### src/rtl/dma_burst_pkg.sv
`timescale 1ns/1ps
package dma_burst_pkg;

    localparam int MAXLEN_W = 6;

    typedef enum logic [2:0] {
        BT_SINGLE = 3'd0,
        BT_INCR   = 3'd1,
        BT_FIX4   = 3'd2,
        BT_FIX8   = 3'd3,
        BT_FIX16  = 3'd4
    } burst_kind_e;

    typedef enum logic {
        ST_IDLE  = 1'b0,
        ST_ISSUE = 1'b1
    } fsm_e;

    typedef struct packed {
        logic                fixed_en;
        logic                mixed_en;
        logic                rebuild_fixed;
        logic [MAXLEN_W-1:0] max_len;
        logic                len_x8;
    } mode_cfg_t;

endpackage

### src/rtl/dma_arb_select.sv
`timescale 1ns/1ps
module dma_arb_select (
    input  logic tx_req,
    input  logic rx_req,
    input  logic tx_first,
    output logic pick_tx,
    output logic any_req
);
    always_comb begin
        any_req = tx_req | rx_req;
        if (tx_req && rx_req) begin
            pick_tx = tx_first;
        end else begin
            pick_tx = tx_req;
        end
    end
endmodule

### src/rtl/dma_burst_planner.sv
`timescale 1ns/1ps
module dma_burst_planner
    import dma_burst_pkg::*;
#(
    parameter int BEAT_W = 12
) (
    input  logic [BEAT_W-1:0] rem,
    input  logic              rebuilding,
    input  mode_cfg_t         cfg,
    output burst_kind_e       kind,
    output logic [BEAT_W-1:0] len
);
    localparam int CAP_W = MAXLEN_W + 3;
    localparam int CMP_W = (BEAT_W > CAP_W) ? BEAT_W : CAP_W;

    logic [CMP_W-1:0] base_len;
    logic [CMP_W-1:0] cap;
    logic [CMP_W-1:0] rem_w;
    logic [CMP_W-1:0] lim;
    logic [CMP_W-1:0] rb_lim;
    burst_kind_e      fix_kind;
    logic [CMP_W-1:0] fix_len;

    // cap and limits
    always_comb begin
        base_len = (cfg.max_len == '0) ? CMP_W'(1) : CMP_W'(cfg.max_len);
        cap      = cfg.len_x8 ? (base_len << 3) : base_len;
        rem_w    = CMP_W'(rem);
        lim      = (rem_w < cap) ? rem_w : cap;
        rb_lim   = ((rem_w - CMP_W'(1)) < cap) ? (rem_w - CMP_W'(1)) : cap;
    end

    // largest fixed size not above lim
    always_comb begin
        if (lim >= CMP_W'(16)) begin
            fix_kind = BT_FIX16;
            fix_len  = CMP_W'(16);
        end else if (lim >= CMP_W'(8)) begin
            fix_kind = BT_FIX8;
            fix_len  = CMP_W'(8);
        end else if (lim >= CMP_W'(4)) begin
            fix_kind = BT_FIX4;
            fix_len  = CMP_W'(4);
        end else begin
            fix_kind = BT_SINGLE;
            fix_len  = CMP_W'(1);
        end
    end

    // policy selection
    always_comb begin
        kind = BT_INCR;
        len  = BEAT_W'(lim);
        if (rebuilding) begin
            if (cfg.rebuild_fixed) begin
                kind = fix_kind;
                len  = BEAT_W'(fix_len);
            end else if (rem_w <= CMP_W'(1)) begin
                kind = BT_SINGLE;
                len  = BEAT_W'(1);
            end else begin
                kind = BT_INCR;
                len  = BEAT_W'(rb_lim);
            end
        end else if (cfg.fixed_en) begin
            kind = fix_kind;
            len  = BEAT_W'(fix_len);
        end else if (cfg.mixed_en && rem_w <= CMP_W'(16)) begin
            kind = fix_kind;
            len  = BEAT_W'(fix_len);
        end else if (lim == '0) begin
            kind = BT_INCR;
            len  = BEAT_W'(1);
        end
    end
endmodule

### src/rtl/dma_burst_arbiter.sv
`timescale 1ns/1ps
module dma_burst_arbiter
    import dma_burst_pkg::*;
#(
    parameter int ADDR_W = 32,
    parameter int BEAT_W = 12
) (
    input  logic                clk,
    input  logic                rst_n,
    input  logic                cfg_fixed,
    input  logic                cfg_mixed,
    input  logic                cfg_rebuild_fixed,
    input  logic                cfg_tx_first,
    input  logic [MAXLEN_W-1:0] cfg_max_len,
    input  logic                cfg_len_x8,
    input  logic                tx_req,
    input  logic [ADDR_W-1:0]   tx_addr,
    input  logic [BEAT_W-1:0]   tx_beats,
    output logic                tx_done,
    input  logic                rx_req,
    input  logic [ADDR_W-1:0]   rx_addr,
    input  logic [BEAT_W-1:0]   rx_beats,
    output logic                rx_done,
    output logic                bus_valid,
    output logic [ADDR_W-1:0]   bus_addr,
    output logic [2:0]          bus_kind,
    output logic [BEAT_W-1:0]   bus_len,
    input  logic                bus_ok,
    input  logic                bus_retry,
    input  logic [BEAT_W-1:0]   bus_moved
);
    typedef struct packed {
        fsm_e              fsm;
        logic              owner_tx;
        logic [ADDR_W-1:0] addr;
        logic [BEAT_W-1:0] rem;
        logic              rebuilding;
        mode_cfg_t         cfg;
        logic              done_tx;
        logic              done_rx;
    } state_t;

    state_t st_d, st_q;

    logic              pick_tx;
    logic              any_req;
    burst_kind_e       plan_kind;
    logic [BEAT_W-1:0] plan_len;
    logic [BEAT_W-1:0] moved;
    logic [BEAT_W-1:0] rem_after;
    logic [ADDR_W-1:0] addr_after;
    logic [BEAT_W-1:0] grant_beats;
    logic [ADDR_W-1:0] grant_addr;

    dma_arb_select u_sel (
        .tx_req   (tx_req),
        .rx_req   (rx_req),
        .tx_first (cfg_tx_first),
        .pick_tx  (pick_tx),
        .any_req  (any_req)
    );

    dma_burst_planner #(.BEAT_W(BEAT_W)) u_plan (
        .rem        (st_q.rem),
        .rebuilding (st_q.rebuilding),
        .cfg        (st_q.cfg),
        .kind       (plan_kind),
        .len        (plan_len)
    );

    // beats moved by the current answer
    always_comb begin
        if (bus_retry && !bus_ok) begin
            moved = (bus_moved < plan_len) ? bus_moved : plan_len;
        end else begin
            moved = plan_len;
        end
        rem_after   = st_q.rem - moved;
        addr_after  = st_q.addr + (ADDR_W'(moved) << 2);
        grant_beats = pick_tx ? tx_beats : rx_beats;
        grant_addr  = pick_tx ? tx_addr : rx_addr;
    end

    always_comb begin
        st_d         = st_q;
        st_d.done_tx = 1'b0;
        st_d.done_rx = 1'b0;
        case (st_q.fsm)
            ST_IDLE: begin
                if (any_req) begin
                    st_d.owner_tx          = pick_tx;
                    st_d.addr              = grant_addr;
                    st_d.rem               = grant_beats;
                    st_d.rebuilding        = 1'b0;
                    st_d.cfg.fixed_en      = cfg_fixed;
                    st_d.cfg.mixed_en      = cfg_mixed;
                    st_d.cfg.rebuild_fixed = cfg_rebuild_fixed;
                    st_d.cfg.max_len       = cfg_max_len;
                    st_d.cfg.len_x8        = cfg_len_x8;
                    if (grant_beats == '0) begin
                        st_d.done_tx = pick_tx;
                        st_d.done_rx = !pick_tx;
                    end else begin
                        st_d.fsm = ST_ISSUE;
                    end
                end
            end
            ST_ISSUE: begin
                if (bus_ok || bus_retry) begin
                    st_d.rem  = rem_after;
                    st_d.addr = addr_after;
                    if (!bus_ok) begin
                        st_d.rebuilding = 1'b1;
                    end
                    if (rem_after == '0) begin
                        st_d.fsm     = ST_IDLE;
                        st_d.done_tx = st_q.owner_tx;
                        st_d.done_rx = !st_q.owner_tx;
                    end
                end
            end
            default: st_d.fsm = ST_IDLE;
        endcase
    end

    always_ff @(posedge clk or negedge rst_n) begin
        if (!rst_n) begin
            st_q <= '0;
        end else begin
            st_q <= st_d;
        end
    end

    always_comb begin
        bus_valid = (st_q.fsm == ST_ISSUE);
        bus_addr  = st_q.addr;
        bus_kind  = plan_kind;
        bus_len   = plan_len;
        tx_done   = st_q.done_tx;
        rx_done   = st_q.done_rx;
    end
endmodule

### config.mk
export PLATFORM = sky130hd
export DESIGN_NAME = dma_burst_arbiter
export DESIGN_NICKNAME = d
export VERILOG_FILES = /design/src/rtl/dma_burst_pkg.sv /design/src/rtl/dma_arb_select.sv /design/src/rtl/dma_burst_planner.sv /design/src/rtl/dma_burst_arbiter.sv
export SDC_FILE = /design/constraint.sdc
export NUM_CORES = 1
export LEC_CHECK = 0
export BUFFER_PORTS_ARGS = -buffer_cell sky130_fd_sc_hd__buf_2
export CORE_UTILIZATION = 35
export DETAILED_ROUTE_END_ITERATION = 10
export PLACE_DENSITY = 0.6
export SKIP_CTS_REPAIR_TIMING = 1
export SYNTH_ARGS = -nofsm -noshare
export SYNTH_HDL_FRONTEND = slang
export SYNTH_SLANG_ARGS = --single-unit
### constraint.sdc
create_clock -name clk -period 10.4 [get_ports clk]
set_clock_uncertainty 0.15 [all_clocks]
set_input_delay 1.04 -clock clk [delete_from_list [all_inputs] [get_ports clk]]
set_output_delay 1.04 -clock clk [all_outputs]
set_load 0.01 [all_outputs]
==> impl_metrics.py, run 1 <==
metrics = {
    "run_status": {
        "status": "complete, no violations",
    },
    "setup_path": {
        "path_max_fanout": 15,
        "max_stage_delay_ps": 610,
        "worstPathRequired_ps": 10470,
        "crit_path_start_kind": "flop",
        "worst_r2r_path_depth": 37,
        "cp-end-kind": "flop",
        "cp.arrival_ps": 9020,
        "crit_type": "flop to flop",
        "cp_slowest_cell": "a2111oi_4",
        "cp_common_cell": "o21ai_0",
    },
    "clock_network": {
        "cts_buffers": 9,
        "cts.clk_slew.worst_paths_ps": 50,
        "clock_tree.buffer_depth": 2,
        "cts.sinks": 59,
        "cts_tree": "done",
        "cts-root-buf": "clkbuf_16",
        "cts_max_level": 3,
        "clkLatencyLatePin_ps": 350,
    },
    "cells_and_area": {
        "fill_cells": 1900,
        "nNetsFinal": 1134,
        "multiInputGateArea_um2": 4408,
        "drive_gt1_share_pct": 22.67,
        "diodes": 0,
        "area_growth_pct": 16.90,
        "regArea_um2": 1476,
        "fin_util_pct": 41.83,
    },
    "timing": {
        "fmax_mhz": 111.7,
        "fin_crit_sh_pct": 86.05,
        "worst_slew_pin_slew_ps": 800.7,
        "hold_violations": 0,
        "period_needed_ps": 8949,
        "setup_tns_ps": 0,
        "drv_slew": 0,
        "rsz0062_at_grt": "no",
        "setup_violations": 0,
        "slew_headroom_pct": 46.62,
        "worst_hold_slack_ps": 356.1,
        "timing.final.ws_setup_ps": 1451,
    },
    "placement": {
        "port_buffers": 163,
        "dpl.hpwl_mm": 16.47,
        "globalplace.congestion": 0.9201,
        "pre_cts_slack_ps": 1558,
    },
    "logic_synthesis": {
        "synth_seq_area_share_pct": 22.97,
        "synth_cell_types": 74,
        "synth_top_area_cell": "dfrtp_1",
        "syn_inst": 845,
        "synth.avg_cell_area_um2": 7.606,
        "yosys_warnings": 0,
        "synthFlopType": "dfrtp_1",
        "synth.cell_area_um2": 6427,
        "synthArstFlopShare_pct": 100.0,
        "synth.most_common_cell": "nand2_1",
        "synth_top_area_share_pct": 22.97,
        "ys_seq_elements": 59,
        "synth_area_leaders": "dfrtp_1 23%, ha_1 10%, nand2_1 7.6%",
        "synth-edff-count": 0,
        "synth_common_cells": "130 x nand2_1, 89 x a21oi_1, 65 x nor2_1, 59 x dfrtp_1, 52 x ha_1",
    },
    "floorplanning": {
        "die-area_um2": 18910,
        "io_pins": 167,
        "fp.dieH_um": 137.5,
        "die_w_um": 137.5,
        "start_util_pct": 35.78,
        "num_rows": 49,
        "core_um2": 17960,
    },
    "global_route": {
        "grt_max_degree": 60,
        "grt.overflow.total": 0,
        "antenna_found_initial": 0,
        "grt_first_pass_wirelength_mm": 33.47,
        "grt_pass1_vias": 6221,
        "grtUsageTotal_pct": 23.36,
    },
    "pwr": {
        "p_leak_nw": 3.444,
        "p_total_w": 0.002050,
        "vdd_drop_max_uv": 115.6,
        "power-per-cell-area_nw_per_um2": 272.8,
    },
    "route": {
        "antenna_left": 0,
        "num_vias": 6656,
        "drtPass1Iterations": 5,
        "drtIter0Drc": 370,
        "drc": 0,
        "drt-total-wl_mm": 21.48,
        "avgRoutedWirePerCell_um": 17.97,
        "viasPerCell": 5.570,
    },
    "run": {
        "max_cap_viol_count": 0,
    },
    "hold_path": {
        "min_path_type": "flop to flop",
        "worstHoldPathCells": 2,
    },
}
==> power breakdown <==
| part | total (W) | leakage, nW | internal [W] | switching, W |
|---|---|---|---|---|
| registers | 0.000484 | 0.652 | 0.000320 | 0.000164 |
| logic | 0.00129 | 2.66 | 0.000559 | 0.000733 |
| clock network | 0.000274 | 0.128 | 0.000165 | 0.000109 |
==> worst paths after layout <==
kind,from,end,slack (ps)
min in group asynchronous,rst_n,st_q[4],700
worst max-delay path,st_q[14],bus_addr[26],1450
worst min register to register,st_q[10],st_q[10],360
max in group asynchronous,rst_n,bus_addr[3],8840
worst max register to register,st_q[14],bus_addr[26],1450
worst min-delay path,st_q[10],st_q[10],360
==> through the flow <==
stage,std cells,area (µm²)
floorplan,849,6442
global placement,1181,7253
detailed placement,1181,7253
CTS,1195,7513
global route,1195,7513
finish,1195,7513
==> flip-flops by register name (all words and copies together), names as in the netlist <==
| name | count |
|---|---|
| tx_done | 1 |
| bus_addr | 32 |
| rx_done | 1 |
| bus_valid | 1 |
| st_q | 24 |
==> worst max-delay path: cells and delay by family (launching register included) <==
kind            cells  cell delay [ps]
buf+inv             5              770
xor+xnor            1              220
simple gates        7             1190
mux                 1              270
fa+ha+maj           5             1350
compound gates     18             4400
flops               1              460
==> logic make-up after synthesis <==
logic type	count (synthesis)	synth area share [%]
other	2	0.1168
AND/OR/NAND/NOR	295	21.14
multiplexers	46	7.378
adder cells (fa/ha/maj)	54	10.75
XOR/XNOR	13	1.986
AO/OA/AOI/OAI	258	26.57
buffers and inverters	118	9.091
flip-flops	59	22.97
==> per-layer routing <==
layer | global-route usage [%] | wire, µm
met5 | 0 | 0
met4 | 8.242 | 527
met3 | 4.121 | 1326
met2 | 40.76 | 10570
met1 | 28.63 | 9051
==> area by class of cell <==
| type | instances | share of cell area [%] |
|---|---|---|
| inverters | 45 | 2.248 |
| clock inverters | 2 | 0.1832 |
| flip-flops and latches | 59 | 19.65 |
| multi-input cells | 672 | 58.67 |
| repair buffers | 176 | 12.16 |
| clock buffers | 12 | 3.281 |
| well taps | 229 | 3.813 |
==> layout by cell type, fill, tap and decap left out, types with 11 or more instances in the layout <==
cell type and count:
mux2i_1 35, a21oi_1 89, ha_1 52, nand3_1 18, buf_4 13, buf_2 163, nor3_1 15, inv_1 45
o21ai_0 48, or3_1 13, mux2_2 11, dfrtp_1 59, nor2_1 63, nand2_1 130
Note: power is estimated with default switching activity, not from simulation.
==> run 2: changes to the inputs <==
--- a/config.mk
+++ b/config.mk
@@ -12,4 +12,5 @@
 export SKIP_CTS_REPAIR_TIMING = 1
 export SYNTH_ARGS = -nofsm -noshare
 export SYNTH_HDL_FRONTEND = slang
+export SYNTH_HIERARCHICAL = 1
 export SYNTH_SLANG_ARGS = --single-unit
==> run 2 against run 1 <==
Global-route usage fell by 1.0 points. Area after synthesis barely moved. Hold slack got worse by 37 ps. Die area barely moved. Maximum frequency rose by 4.1%. Clock power rose by 20%. Critical path type unchanged. Critical endpoint is now bus_addr[23].
==> impl_metrics.py, run 2 <==
metrics = {
    "placement": {
        "globalplace.congestion": 0.9594,
        "port_buffers": 163,
        "dpl.hpwl_mm": 15.95,
    },
    "setup_path": {
        "max_stage_delay_ps": 630,
        "r2r_slack_ps": 1810,
        "cp.depth": 31,
        "crit_path_start_kind": "flop",
        "crit_family": "compound AO/OA/AOI/OAI gates",
        "worst-path-buf-inv": 3,
        "worstPathRequired_ps": 10470,
        "cp-end-kind": "flop",
        "crit_type": "flop to flop",
        "cp.arrival_ps": 8670,
        "worst_r2r_path_depth": 31,
        "cp_slowest_cell": "nor3_1",
        "path_max_fanout": 11,
    },
    "logic_synthesis": {
        "synth.cell_area_um2": 6432,
        "synthArstFlopShare_pct": 100.0,
        "synth_top_area_cell": "dfrtp_1",
        "ys_seq_elements": 59,
        "synth.avg_cell_area_um2": 8.215,
        "synth_cell_types": 85,
        "synth_seq_area_share_pct": 22.95,
        "synth_area_leaders": "dfrtp_1 23%, ha_1 10%, mux2i_1 9.6%",
        "synth_common_cells": "78 x nand2_1, 62 x mux2i_1, 59 x dfrtp_1, 55 x inv_1, 54 x nor2_1",
        "syn_inst": 783,
        "yosys_warnings": 6,
        "synthFlopType": "dfrtp_1",
        "synth.most_common_cell": "nand2_1",
        "synth_top_area_share_pct": 22.95,
        "synth-edff-count": 0,
    },
    "run": {
        "max_cap_viol_count": 0,
    },
    "clock_network": {
        "clkLatencyLatePin_ps": 340,
        "clock_tree.buffer_depth": 2,
        "cts_max_level": 3,
        "cts.clk_slew.worst_paths_ps": 60,
        "cts_buffers": 9,
        "cts.sinks": 59,
        "cts_tree": "done",
        "cts-root-buf": "clkbuf_16",
    },
    "route": {
        "antenna_left": 0,
        "avgRoutedWirePerCell_um": 17.95,
        "drt-total-wl_mm": 20.41,
        "viasPerCell": 5.632,
        "drtIter0Drc": 394,
        "drc": 0,
        "num_vias": 6404,
        "drtPass1Iterations": 5,
    },
    "timing": {
        "fin_crit_sh_pct": 82.64,
        "drv_slew": 0,
        "setup_violations": 0,
        "fmax_mhz": 116.4,
        "hold_violations": 0,
        "period_needed_ps": 8595,
        "rsz0062_at_grt": "no",
        "setup_tns_ps": 0,
        "slew_headroom_pct": 24.38,
        "worst_slew_pin_slew_ps": 1129,
    },
    "cells_and_area": {
        "final_common_cell": "buf_2",
        "largest_reg_flops": 32,
        "multiInputGateArea_um2": 4379,
        "diodes": 0,
        "drive_gt1_share_pct": 24.12,
        "fill_cells": 1845,
        "final_cell_mix": "163 x buf_2, 77 x nand2_1, 62 x mux2i_1",
        "regArea_um2": 1476,
        "area_growth_pct": 17.60,
        "nNetsFinal": 1074,
    },
    "global_route": {
        "grt_pass1_vias": 6072,
        "grt_max_degree": 60,
        "grtUsageTotal_pct": 22.36,
        "grt.overflow.total": 0,
        "grt_first_pass_wirelength_mm": 32.29,
        "antenna_found_initial": 0,
    },
    "floorplanning": {
        "start_util_pct": 35.81,
        "die_w_um": 137.6,
        "io_pins": 167,
        "num_rows": 49,
        "die-area_um2": 18920,
        "fp.dieH_um": 137.6,
        "core_um2": 17960,
    },
    "pwr": {
        "p_leak_nw": 3.621,
        "p_total_w": 0.002243,
        "vdd_drop_max_uv": 100.2,
        "power-per-cell-area_nw_per_um2": 296.5,
    },
    "run_status": {
        "status": "complete, no violations",
    },
    "hold_path": {
        "worstHoldPathCells": 1,
        "min_path_type": "flop to flop",
    },
}
-- run 2: changes by cell type in the layout (fill, tap and decap cells not counted), moves of 6 or more --
cell | previous run | this run
nand2_1 | 130 | 77
a21oi_1 | 89 | 42
mux2i_1 | 35 | 62
o21ai_0 | 48 | 25
inv_1 | 45 | 55
nor2_1 | 63 | 53
xor2_1 | 5 | 12
nor3_1 | 15 | 21
or3_1 | 13 | 7
-- run 2: cells by family after synthesis --
logic type,Yosys count,share of synthesized area (%)
XOR/XNOR,20,2.937
multiplexers,71,11.22
adder cells (fa/ha/maj),54,10.74
buffers and inverters,121,9.337
AO/OA/AOI/OAI,208,23.56
other,1,0.05830
flip-flops,59,22.95
AND/OR/NAND/NOR,249,19.20
-- run 2: through the flow --
| step | cells | area (µm²) | hold slack (ps) | util (%) | setup WS (ps) |
|---|---|---|---|---|---|
| finish | 1137 | 7565 | 319.5 | 42.11 | 1805 |
| global route | 1137 | 7565 | 349.7 | 42.11 | 942.4 |
| CTS | 1137 | 7565 | 316.8 | 42.11 | 1824 |
| detailed placement | 1121 | 7239 | 309.5 | 40.30 | 1855 |
| global placement | 1121 | 7239 | 304.9 | 40.30 | 1962 |
| floorplan | 785 | 6440 | 289.9 | - | 2929 |
-- run 2: final timing paths --
check	from	end
max reg2reg	st_q[16]	bus_addr[23]
max in group asynchronous	rst_n	st_q[3]
min reg2reg	st_q[57]	rx_done
min in group asynchronous	rst_n	bus_addr[30]
min	st_q[57]	rx_done
max	st_q[16]	bus_addr[23]
-- run 2: cell type report --
| class | count | share of cell area (%) |
|---|---|---|
| sequential | 59 | 19.52 |
| clock inverter | 7 | 1.323 |
| inverter | 55 | 2.729 |
| timing repair buffer | 173 | 11.78 |
| multi-input combinational | 605 | 57.89 |
| tap | 229 | 3.788 |
| clock buffer | 9 | 2.977 |
-- run 2: power breakdown --
| part | internal [W] | switching, W |
|---|---|---|
| logic | 0.000615 | 0.000815 |
| clock network | 0.000211 | 0.000119 |
| registers | 0.000326 | 0.000158 |
| total | 0.00115 | 0.00109 |
-- run 2: worst reg2reg max path: cells and delay by family (launching register included) --
family	cells	cell delay, ps
compound gates	14	3200
simple gates	7	2260
mux	3	810
buf+inv	3	490
fa+ha+maj	3	900
flops	1	500
xor+xnor	1	190
-- run 2: per-layer routing --
layer | track usage [%] | part of all wire (%) | vias up
li1 | - | - | 3117
met1 | 28.37 | 44 | 3003
met2 | 37.66 | 47 | 243
met3 | 3.826 | 5.7 | 41
met4 | 8.425 | 2.8 | 0
met5 | 0 | 0 | -
==> run 3: changes to the inputs <==
--- a/config.mk
+++ b/config.mk
@@ -8,7 +8,7 @@
 export BUFFER_PORTS_ARGS = -buffer_cell sky130_fd_sc_hd__buf_2
 export CORE_UTILIZATION = 35
 export DETAILED_ROUTE_END_ITERATION = 10
-export PLACE_DENSITY = 0.6
+export PLACE_DENSITY = 0.62
 export SKIP_CTS_REPAIR_TIMING = 1
 export SYNTH_ARGS = -nofsm -noshare
 export SYNTH_HDL_FRONTEND = slang
==> constraint.sdc (replaced) <==
create_clock -name clk -period 7.61 [get_ports clk]
set_clock_uncertainty 0.15 [all_clocks]
set_input_delay 0.761 -clock clk [delete_from_list [all_inputs] [get_ports clk]]
set_output_delay 0.761 -clock clk [all_outputs]
set_load 0.01 [all_outputs]
==> run 3 against run 2 <==
Wire length grew 3.2%. Core utilization increased by 2.5 points. Clock-buffer cell count unchanged. Global-route usage increased by 0.48 points. Clock power is 46% higher. Cell count increased by 3.9%. Register-to-register slack got worse by 1400 ps. Critical endpoint is now bus_addr[19]. Cell area increased by 5.9%. Hold slack got worse by 7.7 ps. Highest routed layer unchanged. First-iteration DRC count down 2.0%.
==> impl_metrics.py, run 3 (same netlist as run 2, synthesis figures left out) <==
metrics = {
    "run_status": {
        "status": "complete, no violations",
    },
    "floorplanning": {
        "die_w_um": 137.6,
        "num_rows": 49,
        "io_pins": 167,
        "fp.dieH_um": 137.6,
        "start_util_pct": 35.81,
        "die-area_um2": 18920,
        "core_um2": 17960,
    },
    "global_route": {
        "antenna_found_initial": 0,
        "grtUsageTotal_pct": 22.84,
        "grt_pass1_vias": 6179,
        "grt_first_pass_wirelength_mm": 32.73,
        "grt_max_degree": 60,
        "grt.overflow.total": 0,
    },
    "timing": {
        "fin_crit_sh_pct": 94.17,
        "drv_slew": 0,
        "setup_violations": 0,
        "worst_slew_pin_slew_ps": 1160,
        "setup_tns_ps": 0,
        "fmax_mhz": 139.5,
        "period_needed_ps": 7167,
        "slew_headroom_pct": 22.38,
        "hold_violations": 0,
        "rsz0062_at_grt": "yes",
    },
    "run": {
        "max_cap_viol_count": 0,
    },
    "pwr": {
        "power-per-cell-area_nw_per_um2": 427.6,
        "vdd_drop_max_uv": 182.4,
        "p_leak_nw": 3.875,
    },
    "cells_and_area": {
        "final_cell_mix": "163 x buf_2, 77 x nand2_1, 61 x mux2i_1",
        "diodes": 0,
        "final_area_um2": 8011,
        "final_common_cell": "buf_2",
        "drive_gt1_share_pct": 29.10,
        "largest_reg_flops": 32,
        "fill_cells": 1803,
        "nNetsFinal": 1118,
        "area_growth_pct": 24.55,
    },
    "placement": {
        "port_buffers": 163,
        "globalplace.congestion": 0.9904,
        "dpl.hpwl_mm": 16.38,
        "place_area_um2": 7560,
    },
    "setup_path": {
        "crit_start": "st_q[17]",
        "worstReg2RegStart": "st_q[17]",
        "worstPathRequired_ps": 7730,
        "crit_path_start_kind": "flop",
        "worst-path-buf-inv": 5,
        "cp_slowest_cell": "dfrtp_1",
        "crit_type": "flop to flop",
        "crit_family": "compound AO/OA/AOI/OAI gates",
        "max_stage_delay_ps": 400,
        "cp.arrival_ps": 7280,
        "cp-end-kind": "flop",
        "path_max_fanout": 6,
    },
    "clock_network": {
        "clock_tree.buffer_depth": 2,
        "clkLatencyLatePin_ps": 340,
        "cts.clk_slew.worst_paths_ps": 60,
        "cts.sinks": 59,
        "cts-root-buf": "clkbuf_16",
        "cts_tree": "done",
        "cts_buffers": 9,
        "cts_max_level": 3,
    },
    "route": {
        "top_layer_used": "met4",
        "drtPass1Iterations": 5,
        "viasPerCell": 5.580,
        "wl_met1_mm": 9.423,
        "drtIter0Drc": 386,
        "drt-total-wl_mm": 21.05,
        "wl_met2_mm": 10.06,
        "antenna_left": 0,
        "met3_wirelength_um": 981,
        "num_vias": 6590,
        "avgRoutedWirePerCell_um": 17.83,
        "drc": 0,
    },
    "hold_path": {
        "min_path_type": "flop to flop",
        "worstHoldStart": "st_q[57]",
    },
}
==> run 3: final timing paths <==
kind	endpoint	slack [ps]	cells past startpoint
setup / recovery	bus_addr[19]	440	33
setup reg to reg	bus_addr[19]	440	33
hold reg to reg	rx_done	310	1
min in group asynchronous	bus_addr[30]	430	2
hold / removal	rx_done	310	1
max in group asynchronous	st_q[14]	6340	2
==> run 3: worst reg2reg max path, delay by kind of cell (launching register included) <==
kind | cells | cell delay [ps]
DFF | 1 | 400
adders and majority gates | 3 | 780
and+or+nand+nor | 7 | 1420
buffers and inverters | 5 | 700
AOI/OAI and AO/OA | 15 | 2900
xor gates and xnor gates | 1 | 150
muxes | 2 | 570
==> run 3: cell type report <==
type                            count  area, µm²  area share, %
Tap cell                          229      286.5          3.576
Multi-Input combinational cell    605       4473          55.83
Clock buffer                        9      225.2          2.811
Timing Repair Buffer              217       1221          15.24
Inverter                           55      206.4          2.577
Clock inverter                      7      122.6          1.531
Sequential cell                    59       1476          18.43
==> run 3: metrics by stage <==
step                utilization (%)  setup WS (ps)  hold slack (ps)  total power [W]  std cells
finish                        44.60          443.4            311.8         0.003425       1181
detailed placement            42.08          11.60            306.3         0.002853       1164
floorplan                         -          138.7            289.9         0.002134        785
global route                  44.60         -46.02            337.3         0.003702       1181
CTS                           44.02         -25.19            312.5         0.003352       1180
global placement              42.08          179.1            300.1         0.002841       1164
==> run 3: report_power, final <==
part	internal, W	switching, W
sequential	0.000446	0.000190
clock	0.000322	0.000161
combinational	0.00106	0.00125
total	0.00183	0.00160
==> run 3: layer usage <==
metal | track usage, % | vias up
met5 | 0 | -
met4 | 8.791 | 0
met3 | 3.458 | 43
met2 | 38.44 | 261
met1 | 29.21 | 3087
li1 | - | 3199
